`src/rtl/ixj_pkg.sv`:
```
package ixj_pkg;
  typedef enum logic [1:0] {
    OP_NONE = 2'd0,
    OP_LOAD = 2'd1,
    OP_XJ   = 2'd2,
    OP_XJT  = 2'd3
  } ixj_op_e;

  typedef struct packed {
    logic z;
    logic g;
    logic l;
  } ixj_flags_t;
endpackage

```
`src/rtl/ixj_regbank.sv`:
```
module ixj_regbank #(
  parameter int NREG = 8,
  parameter int XW   = 16,
  localparam int SW_SEL = $clog2(NREG)
) (
  input  logic              clk,
  input  logic              rst,
  input  logic              we,
  input  logic [SW_SEL-1:0] wsel,
  input  logic [XW-1:0]     wdata,
  input  logic [SW_SEL-1:0] rsel,
  output logic [XW-1:0]     rdata
);
  logic [XW-1:0] bank [NREG];

  for (genvar g = 0; g < NREG; g++) begin : g_entry
    always_ff @(posedge clk) begin
      if (rst)
        bank[g] <= '0;
      else if (we && (wsel == SW_SEL'(g)))
        bank[g] <= wdata;
    end
  end

  assign rdata = bank[rsel];
endmodule

```
`src/rtl/ixj_stepper.sv`:
```
module ixj_stepper #(
  parameter int XW = 16,
  parameter int SW = 8,
  parameter int AW = 16,
  localparam int EXT = XW - SW
) (
  input  logic [XW-1:0] cur,
  input  logic [SW-1:0] step,
  input  logic          is_test,
  input  logic [AW-1:0] target,
  input  logic [AW-1:0] loc,
  output logic [XW-1:0] sum,
  output logic [AW-1:0] next_loc
);
  localparam logic [AW-1:0] ONE_A = AW'(1);
  logic [XW-1:0] step_ext;
  logic          same_sign;

  assign step_ext  = {{EXT{step[SW-1]}}, step};
  assign sum       = cur + step_ext;
  assign same_sign = (sum[XW-1] == step[SW-1]);

  always_comb begin
    if (is_test && same_sign)
      next_loc = loc + ONE_A;
    else
      next_loc = target;
  end
endmodule

```
`src/rtl/ixj_flaggen.sv`:
```
module ixj_flaggen
  import ixj_pkg::*;
#(
  parameter int XW = 16
) (
  input  logic [XW-1:0] value,
  output ixj_flags_t    flags
);
  always_comb begin
    flags.z = (value == '0);
    flags.l = value[XW-1];
    flags.g = !value[XW-1] && (value != '0);
  end
endmodule

```
`src/rtl/ixj_unit.sv`:
```
module ixj_unit
  import ixj_pkg::*;
#(
  parameter int NREG = 8,
  parameter int XW   = 16,
  parameter int SW   = 8,
  parameter int AW   = 16,
  localparam int SELW = $clog2(NREG)
) (
  input  logic            clk,
  input  logic            rst,
  input  logic            i_valid,
  input  logic [1:0]      i_op,
  input  logic [SELW-1:0] i_xsel,
  input  logic [SW-1:0]   i_step,
  input  logic [AW-1:0]   i_target,
  input  logic [AW-1:0]   i_loc,
  output logic            o_valid,
  output logic [AW-1:0]   o_next_loc,
  output logic            o_wb_en,
  output logic [SELW-1:0] o_wb_sel,
  output logic [XW-1:0]   o_wb_data,
  output logic            o_flag_z,
  output logic            o_flag_g,
  output logic            o_flag_l
);
  localparam logic [AW-1:0] ONE_A = AW'(1);

  ixj_op_e       op;
  logic          is_jump, is_load, do_write;
  logic [XW-1:0] cur, sum, wdata;
  logic [AW-1:0] next_loc;
  ixj_flags_t    fl_new, fl_q;

  assign op       = ixj_op_e'(i_op);
  assign is_jump  = i_valid && (op == OP_XJ || op == OP_XJT);
  assign is_load  = i_valid && (op == OP_LOAD);
  assign do_write = is_jump || is_load;
  assign wdata    = is_load ? XW'(i_target) : sum;

  ixj_regbank #(.NREG(NREG), .XW(XW)) u_bank (
    .clk(clk), .rst(rst), .we(do_write), .wsel(i_xsel),
    .wdata(wdata), .rsel(i_xsel), .rdata(cur)
  );

  ixj_stepper #(.XW(XW), .SW(SW), .AW(AW)) u_step (
    .cur(cur), .step(i_step), .is_test(op == OP_XJT),
    .target(i_target), .loc(i_loc), .sum(sum), .next_loc(next_loc)
  );

  ixj_flaggen #(.XW(XW)) u_flag (.value(sum), .flags(fl_new));

  always_ff @(posedge clk) begin
    if (rst) begin
      o_valid    <= 1'b0;
      o_next_loc <= '0;
      o_wb_en    <= 1'b0;
      o_wb_sel   <= '0;
      o_wb_data  <= '0;
      fl_q       <= '0;
    end else begin
      o_valid <= is_jump;
      o_wb_en <= do_write;
      if (is_jump) begin
        o_next_loc <= next_loc;
        fl_q       <= fl_new;
      end
      if (do_write) begin
        o_wb_sel  <= i_xsel;
        o_wb_data <= wdata;
      end
    end
  end

  assign o_flag_z = fl_q.z;
  assign o_flag_g = fl_q.g;
  assign o_flag_l = fl_q.l;

  // one flag after any jump
  p_one_flag_r6: assert property (@(posedge clk) disable iff (rst)
    o_valid |-> ($countones({o_flag_z, o_flag_g, o_flag_l}) == 1));

  // flags hold without a jump
  p_flags_hold_r6: assert property (@(posedge clk) disable iff (rst)
    !is_jump |=> $stable({o_flag_z, o_flag_g, o_flag_l}));

  // plain jump goes to the target
  p_xj_target_r4: assert property (@(posedge clk) disable iff (rst)
    (i_valid && i_op == 2'd2) |=> (o_valid && o_next_loc == $past(i_target)));

  // test jump lands on target or the next location
  p_xjt_dest_r5: assert property (@(posedge clk) disable iff (rst)
    (i_valid && i_op == 2'd3) |=>
      (o_next_loc == $past(i_target) || o_next_loc == $past(i_loc) + ONE_A));

  // write-back goes to the selected register
  p_wb_sel_r3: assert property (@(posedge clk) disable iff (rst)
    (i_valid && i_op != 2'd0) |=> (o_wb_en && o_wb_sel == $past(i_xsel)));

  // idle cycles produce nothing
  p_idle_r9: assert property (@(posedge clk) disable iff (rst)
    !i_valid |=> (!o_valid && !o_wb_en));

  // load is not a jump
  p_load_nojump_r2: assert property (@(posedge clk) disable iff (rst)
    (i_valid && i_op == 2'd1) |=> !o_valid);
endmodule

```
`config.mk`:
```
export PLATFORM = sky130hd
export DESIGN_NAME = ixj_unit
export DESIGN_NICKNAME = d
export VERILOG_FILES = /design/src/rtl/ixj_pkg.sv /design/src/rtl/ixj_regbank.sv /design/src/rtl/ixj_stepper.sv /design/src/rtl/ixj_flaggen.sv /design/src/rtl/ixj_unit.sv
export SDC_FILE = /design/constraint.sdc
export NUM_CORES = 1
export LEC_CHECK = 0
export ABC_AREA = 1
export BUFFER_PORTS_ARGS = -buffer_cell sky130_fd_sc_hd__buf_4
export CORE_UTILIZATION = 59
export CTS_CLUSTER_DIAMETER = 100
export DETAILED_ROUTE_END_ITERATION = 12
export PLACE_DENSITY = 0.81
export SYNTH_ARGS = -nofsm -noshare
export SYNTH_HDL_FRONTEND = slang
export SYNTH_SLANG_ARGS = --single-unit
export TNS_END_PERCENT = 50
```
`constraint.sdc`:
```
create_clock -name clk -period 3.91 [get_ports clk]
set_clock_uncertainty 0.05 [all_clocks]
set_input_delay 0.782 -clock clk [delete_from_list [all_inputs] [get_ports clk]]
set_output_delay 0.782 -clock clk [all_outputs]
set_load 0.02 [all_outputs]
```
=== After elaboration in Yosys (flattened, before gate mapping) ===
Memory sizes are Yosys's and may differ from the RTL's.
Index checks and enable logic that the tools add are counted.

* Add/sub/neg operators: 2
* Equal/unequal tests: 11
* Muxes and demuxes: 36
* Bitwise operators: 8
* Reductions and logical operators: 18

{| class="wikitable"
|+ Operators with widths
! kind !! count
|-
| 16-bit two-way mux || 10
|-
| 1-bit two-way mux || 26
|-
| 16-bit by 1-bit adder with 16-bit output (second input constant) || 1
|-
| 16-bit adder || 1
|-
| 16-bit zero test || 1
|-
| 16-bit nonzero test || 1
|-
| 3-bit == test (second input constant) || 4
|-
| 1-bit logical AND || 12
|-
| 1-bit OR || 8
|-
| 3-bit by 2-bit == test with 1-bit output (second input constant) || 2
|-
| 2-bit == test (second input constant) || 2
|-
| 3-bit by 1-bit == test with 1-bit output (second input constant) || 1
|-
| 3-bit zero test || 1
|-
| 2-bit by 1-bit == test with 1-bit output (second input constant) || 1
|-
| 1-bit logical OR || 2
|-
| 1-bit == test || 1
|-
| 1-bit zero test || 1
|}

* Bits in registers: 40
* Memory bits (writable): 128
* Bits of input ports: 48
* Output and inout port bits: 40
* Word-level logic and storage cells: 84
* Memories kept: 1

{| class="wikitable"
|+ Memory list
! memory !! depth !! width !! rd ports !! clocked after memory_dff !! wr ports !! line !! RTL
|-
| u_bank.bank || 8 || 16 || 1 || 0 || 8 || ixj_regbank.sv:14 || <nowiki>logic [XW-1:0] bank [NREG];</nowiki>
|}

=== Longest topological paths before layout ===
* Depth in word-level cells: 9
* Mapped depth: 24
* Depth with buffers taken out: 22

=== By module ===
Synthesis repeated with hierarchy kept, for this count alone.

* Cells, all modules: 1288
* Area, all modules: 9834.4 um^2

{| class="wikitable"
|+ By module, submodules not included
! module !! times used !! cells an instance !! area an instance (um^2) !! seq. area each (um^2)
|-
| ixj_regbank || 1 || 742 || 6428.7 || 3843.7
|-
| ixj_unit || 1 || 280 || 1930.6 || 800.8
|-
| ixj_stepper || 1 || 249 || 1403.8 || 0.0
|-
| ixj_flaggen || 1 || 17 || 71.3 || 0.0
|}

=== Worst setup path before layout ===
No wires, ideal clock.

* Path type: in2reg
* From: in i_xsel[0]
* To: reg fl_q (netlist bit o_flag_g)
* Setup time: 0.132 ns
* Arrival: 3.405 ns
* Setup slack: 0.323 ns
* Stages on the path: 21
* Path through: buf_4 inv_1 nor2_1 clkbuf_1 nand2_1 nand4_1 nor2_1 a31oi_1 ha_1 fa_1 or2_2 nor2_1 nand3_1 nor2_1 nand2_1 nor2_1 nand3_1 nor2_1 nand2_1 nand2_1 a21oi_1

* Longest elaborated chain between the ends: 4
* Elaborated cells between the ends (all ways): 5

{| class="wikitable"
|+ RTL lines
! what !! line !! RTL
|-
| start, declared || ixj_unit.sv:14 || <nowiki>input logic [SELW-1:0] i_xsel,</nowiki>
|-
| memory 8 x 16 bit (*) || - ||
|-
| 16-bit adder (*) || ixj_stepper.sv:20 || <nowiki>assign sum = cur + step_ext;</nowiki>
|-
| 16-bit nonzero test or 1-bit zero test (tied branches) || ixj_flaggen.sv:12 || <nowiki>flags.g = !value[XW-1] && (value != '0);</nowiki>
|-
| 1-bit logical AND (*) || ixj_flaggen.sv:12 ||
|-
| end signal, assigned || ixj_unit.sv:66 || <nowiki>fl_q <= fl_new;</nowiki>
|-
| end, declared || ixj_unit.sv:33 || <nowiki>ixj_flags_t fl_new, fl_q;</nowiki>
|}

Mark *: on every way between the ends. The rest lies on a longest branch, timed or not.
A chain may end at the register's enable or synchronous reset.

=== Final worst setup path ===
Ends and elaborated chain as after synthesis.

==> out/results.ini <==
[status]
status=completed

[job]
max_cap_viol_count=0

[pwr]
p_per_area_nw_per_um2=467
power.leakage_uw=0.00450
total_power_uw=4790
ir_drop_mv=0.325

[placement]
place_ws_ns=-0.0468
port_buffers=87
routabilityCongestion=0.930
dpl-instance-area_um2=9680
dp_hpwl_mm=16.2

[global_routing]
grt_pass1_wl_mm=36.8
antenna_found_initial=0
grt.overflow.total=0
grt_max_degree=34
grtUsageTotal_pct=33.7
grt_pass1_vias=7017

[hold_path]
min_path_type=flop to flop

[clocking]
cts_root_buf=clkbuf_16
hold_buffers=0
clock_path_buffers=2
htree_levels=4
cts_tree=yes
clk_pin_slew_worst_paths_ns=0.06
cts_made_buffers=17
cts_resized=0
cts_setup_buffers=0
clock-sinks=168
clkLatencyLatePin_ns=0.44

[critical_path]
start_kind=input port
required_ns=4.17
critPathMaxFanout=18
cp.arrival_ns=3.86
end_kind=flop
reg2reg_slack_ns=0.81
crit_type=input port to flop

[sta]
final.setup.worst_slack_ns=0.310
fin_crit_sh_pct=92.1
slew_headroom_pct=45.2
hold_violations=0
finalMaxSlewViolations=0
setup_viol=0
hold_slack_ns=0.414
fin_crit_ns=3.60
rsz0062_at_grt=false
worst_pin_slew_ns=0.820
fmax_mhz=278

[synthesis]
synth_xor_area_share_pct=1.77
syn-instance-count=984
synth_area_leaders=edfxtp_1 (45%), nand2_1 (10%), dfxtp_1 (9.4%)
synthMuxAreaShare_pct=0
synthAdderAreaFrac_pct=2.59
synth_top_area_share_pct=45.3
synth_area_um2=8490
synth-compound-area-share_pct=9.15
synthSimpleGateAreaFrac_pct=25.3
synth_top_family_by_area=simple AND/OR/NAND/NOR gates
synth.avg_cell_area_um2=8.63
synth-seq-cells=168
ys_warn_count=0
ys_seq_area_share_pct=54.7
synth_nets=1049
synth.distinct_cells=34
yosys.area.top_type=edfxtp_1

[die]
die_height_um=122
dieArea_um2=14900
ios=88
chipWidth_um=122
initial_core_util_pct=60.9
core_um2=13900
rows=43

[routing]
vias=7517
routed_wl_mm=23.7
post-route-drc-count=0
viasPerCell=5.86
ant_nets=0
drt_first_pass_iters=6
wl_per_cell_um=18.5
drt_iter0_markers=1007

[layout]
antenna_cells=0
drive_gt1_share_pct=16.0
syn2layout_area_growth_pct=20.9
final_design_area_no_fill_um2=10300
nets=1155
final_util_pct=73.7

[layer usage]
metal  vias up  GRT usage (%)  part of all wire [%]  wire length [µm]
met5         -              0                     0                 0
met1      3456           45.2                    38              9070
li1       3506              -                     -                 -
met2       484           51.8                    47             11100
met4         0           15.9                   3.6               861
met3        71           8.01                    11              2610
[registers in the layout, summed over array words and instances (netlist names)]
register and flops:
o_wb_sel 3, o_next_loc 16, o_valid 1, u_bank.bank 128
o_flag_z 1, o_flag_l 1, o_flag_g 1, o_wb_en 1
o_wb_data 16
[where the power goes]
part	total (µW)	internal, µW	switching (µW)
clock	1710	957	750
sequential	2060	2020	41.4
combinational	1030	373	657
[cells in the mapped netlist]
| master | instances |
|---|---|
| buf_6 | 1 |
| clkbuf_2 | 1 |
| nand2_1 | 235 |
| nand3b_1 | 9 |
| inv_2 | 1 |
| inv_1 | 94 |
| xor2_4 | 1 |
| xor2_1 | 10 |
| o211ai_1 | 13 |
| o21ai_1 | 13 |
| a22oi_1 | 30 |
| nand4_1 | 16 |
| o21ai_0 | 17 |
| a31oi_1 | 15 |
| nor2_1 | 170 |
| a21oi_1 | 28 |
| fa_1 | 1 |
| a211oi_1 | 5 |
| xnor2_1 | 4 |
| clkinv_1 | 4 |
| nor3_1 | 8 |
| clkbuf_1 | 35 |
| nand2_4 | 2 |
| dfxtp_1 | 40 |
| buf_2 | 4 |
| edfxtp_1 | 128 |
| nand2_2 | 5 |
| nand3_1 | 71 |
| ha_1 | 16 |
| buf_4 | 1 |
| o21ai_2 | 2 |
| a21o_1 | 1 |
| or2_2 | 2 |
| o21bai_1 | 1 |
[kinds of logic (layout without fill, tap and decap cells)]
group | after synthesis | count (layout)
simple gates | 518 | 518
compound gates | 125 | 125
flops | 168 | 168
buf+inv | 141 | 259
fa+ha+maj | 17 | 17
xor+xnor | 15 | 15
[through the flow]
step / TNS, ns / cells
after detailed placement: -0.0468 / 1251
after global routing: 0 / 1282
after floorplan: 0 / 984
after CTS: 0 / 1282
final: 0 / 1282
after global placement: 0 / 1251
[area by class of cell]
type | instances | area (µm²)
clock inverters | 14 | 163
repair buffers | 129 | 1130
well taps | 180 | 225
clock buffers | 17 | 425
flip-flops and latches | 168 | 4640
inverters | 99 | 372
fillers | 953 | 3670
multi-input cells | 675 | 3300
[path summary, 6_finish.rpt]
kind,endpoint,startpoint,cells after the start
worst max-delay path,o_flag_g,i_xsel[0],21
worst min-delay path,o_next_loc[13],o_next_loc[13],2
worst max register to register,u_bank.bank[6][10],u_bank.bank[3][8],16
worst min register to register,o_next_loc[13],o_next_loc[13],2
[placed cells by master (no fill, tap or decap), types with 4 or more instances in the layout]
master     synthesis  routed
inv_6              0       5
o211ai_1          13      13
nand3b_1           9       9
nand2_2            5       5
o21ai_0           17       9
nor3_1             8       8
a22oi_1           30      30
nor2_1           170     167
xor2_1            10      10
inv_1             94      94
clkinv_1           4       4
xnor2_1            4       4
clkbuf_16          0      17
a211oi_1           5       5
dfxtp_1           40      40
a31oi_1           15      15
a21oi_1           28      28
edfxtp_1         128     128
nand2_1          235     235
nand3_1           71      71
nand4_1           16      16
o21ai_1           13      21
buf_4              1     116
buf_12             0      13
ha_1              16      16
[critical path: stages]
cell and delay [ns]:
buf_4 0.14, inv_1 0.07, nor2_2 0.15, buf_4 0.28, nand2_1 0.07, nand4_1 0.07, nor2_1 0.04, a31oi_1 0.28
ha_1 0.28, fa_1 0.47, or2_2 0.31, nor2_1 0.11, nand3_1 0.08, nor2_1 0.08, nand2_1 0.06, nor2_1 0.11
nand3_1 0.08, nor2_1 0.16, nand2_1 0.12, nand2_1 0.07, a21oi_1 0.05
Note: power is estimated with default switching activity, not from simulation.
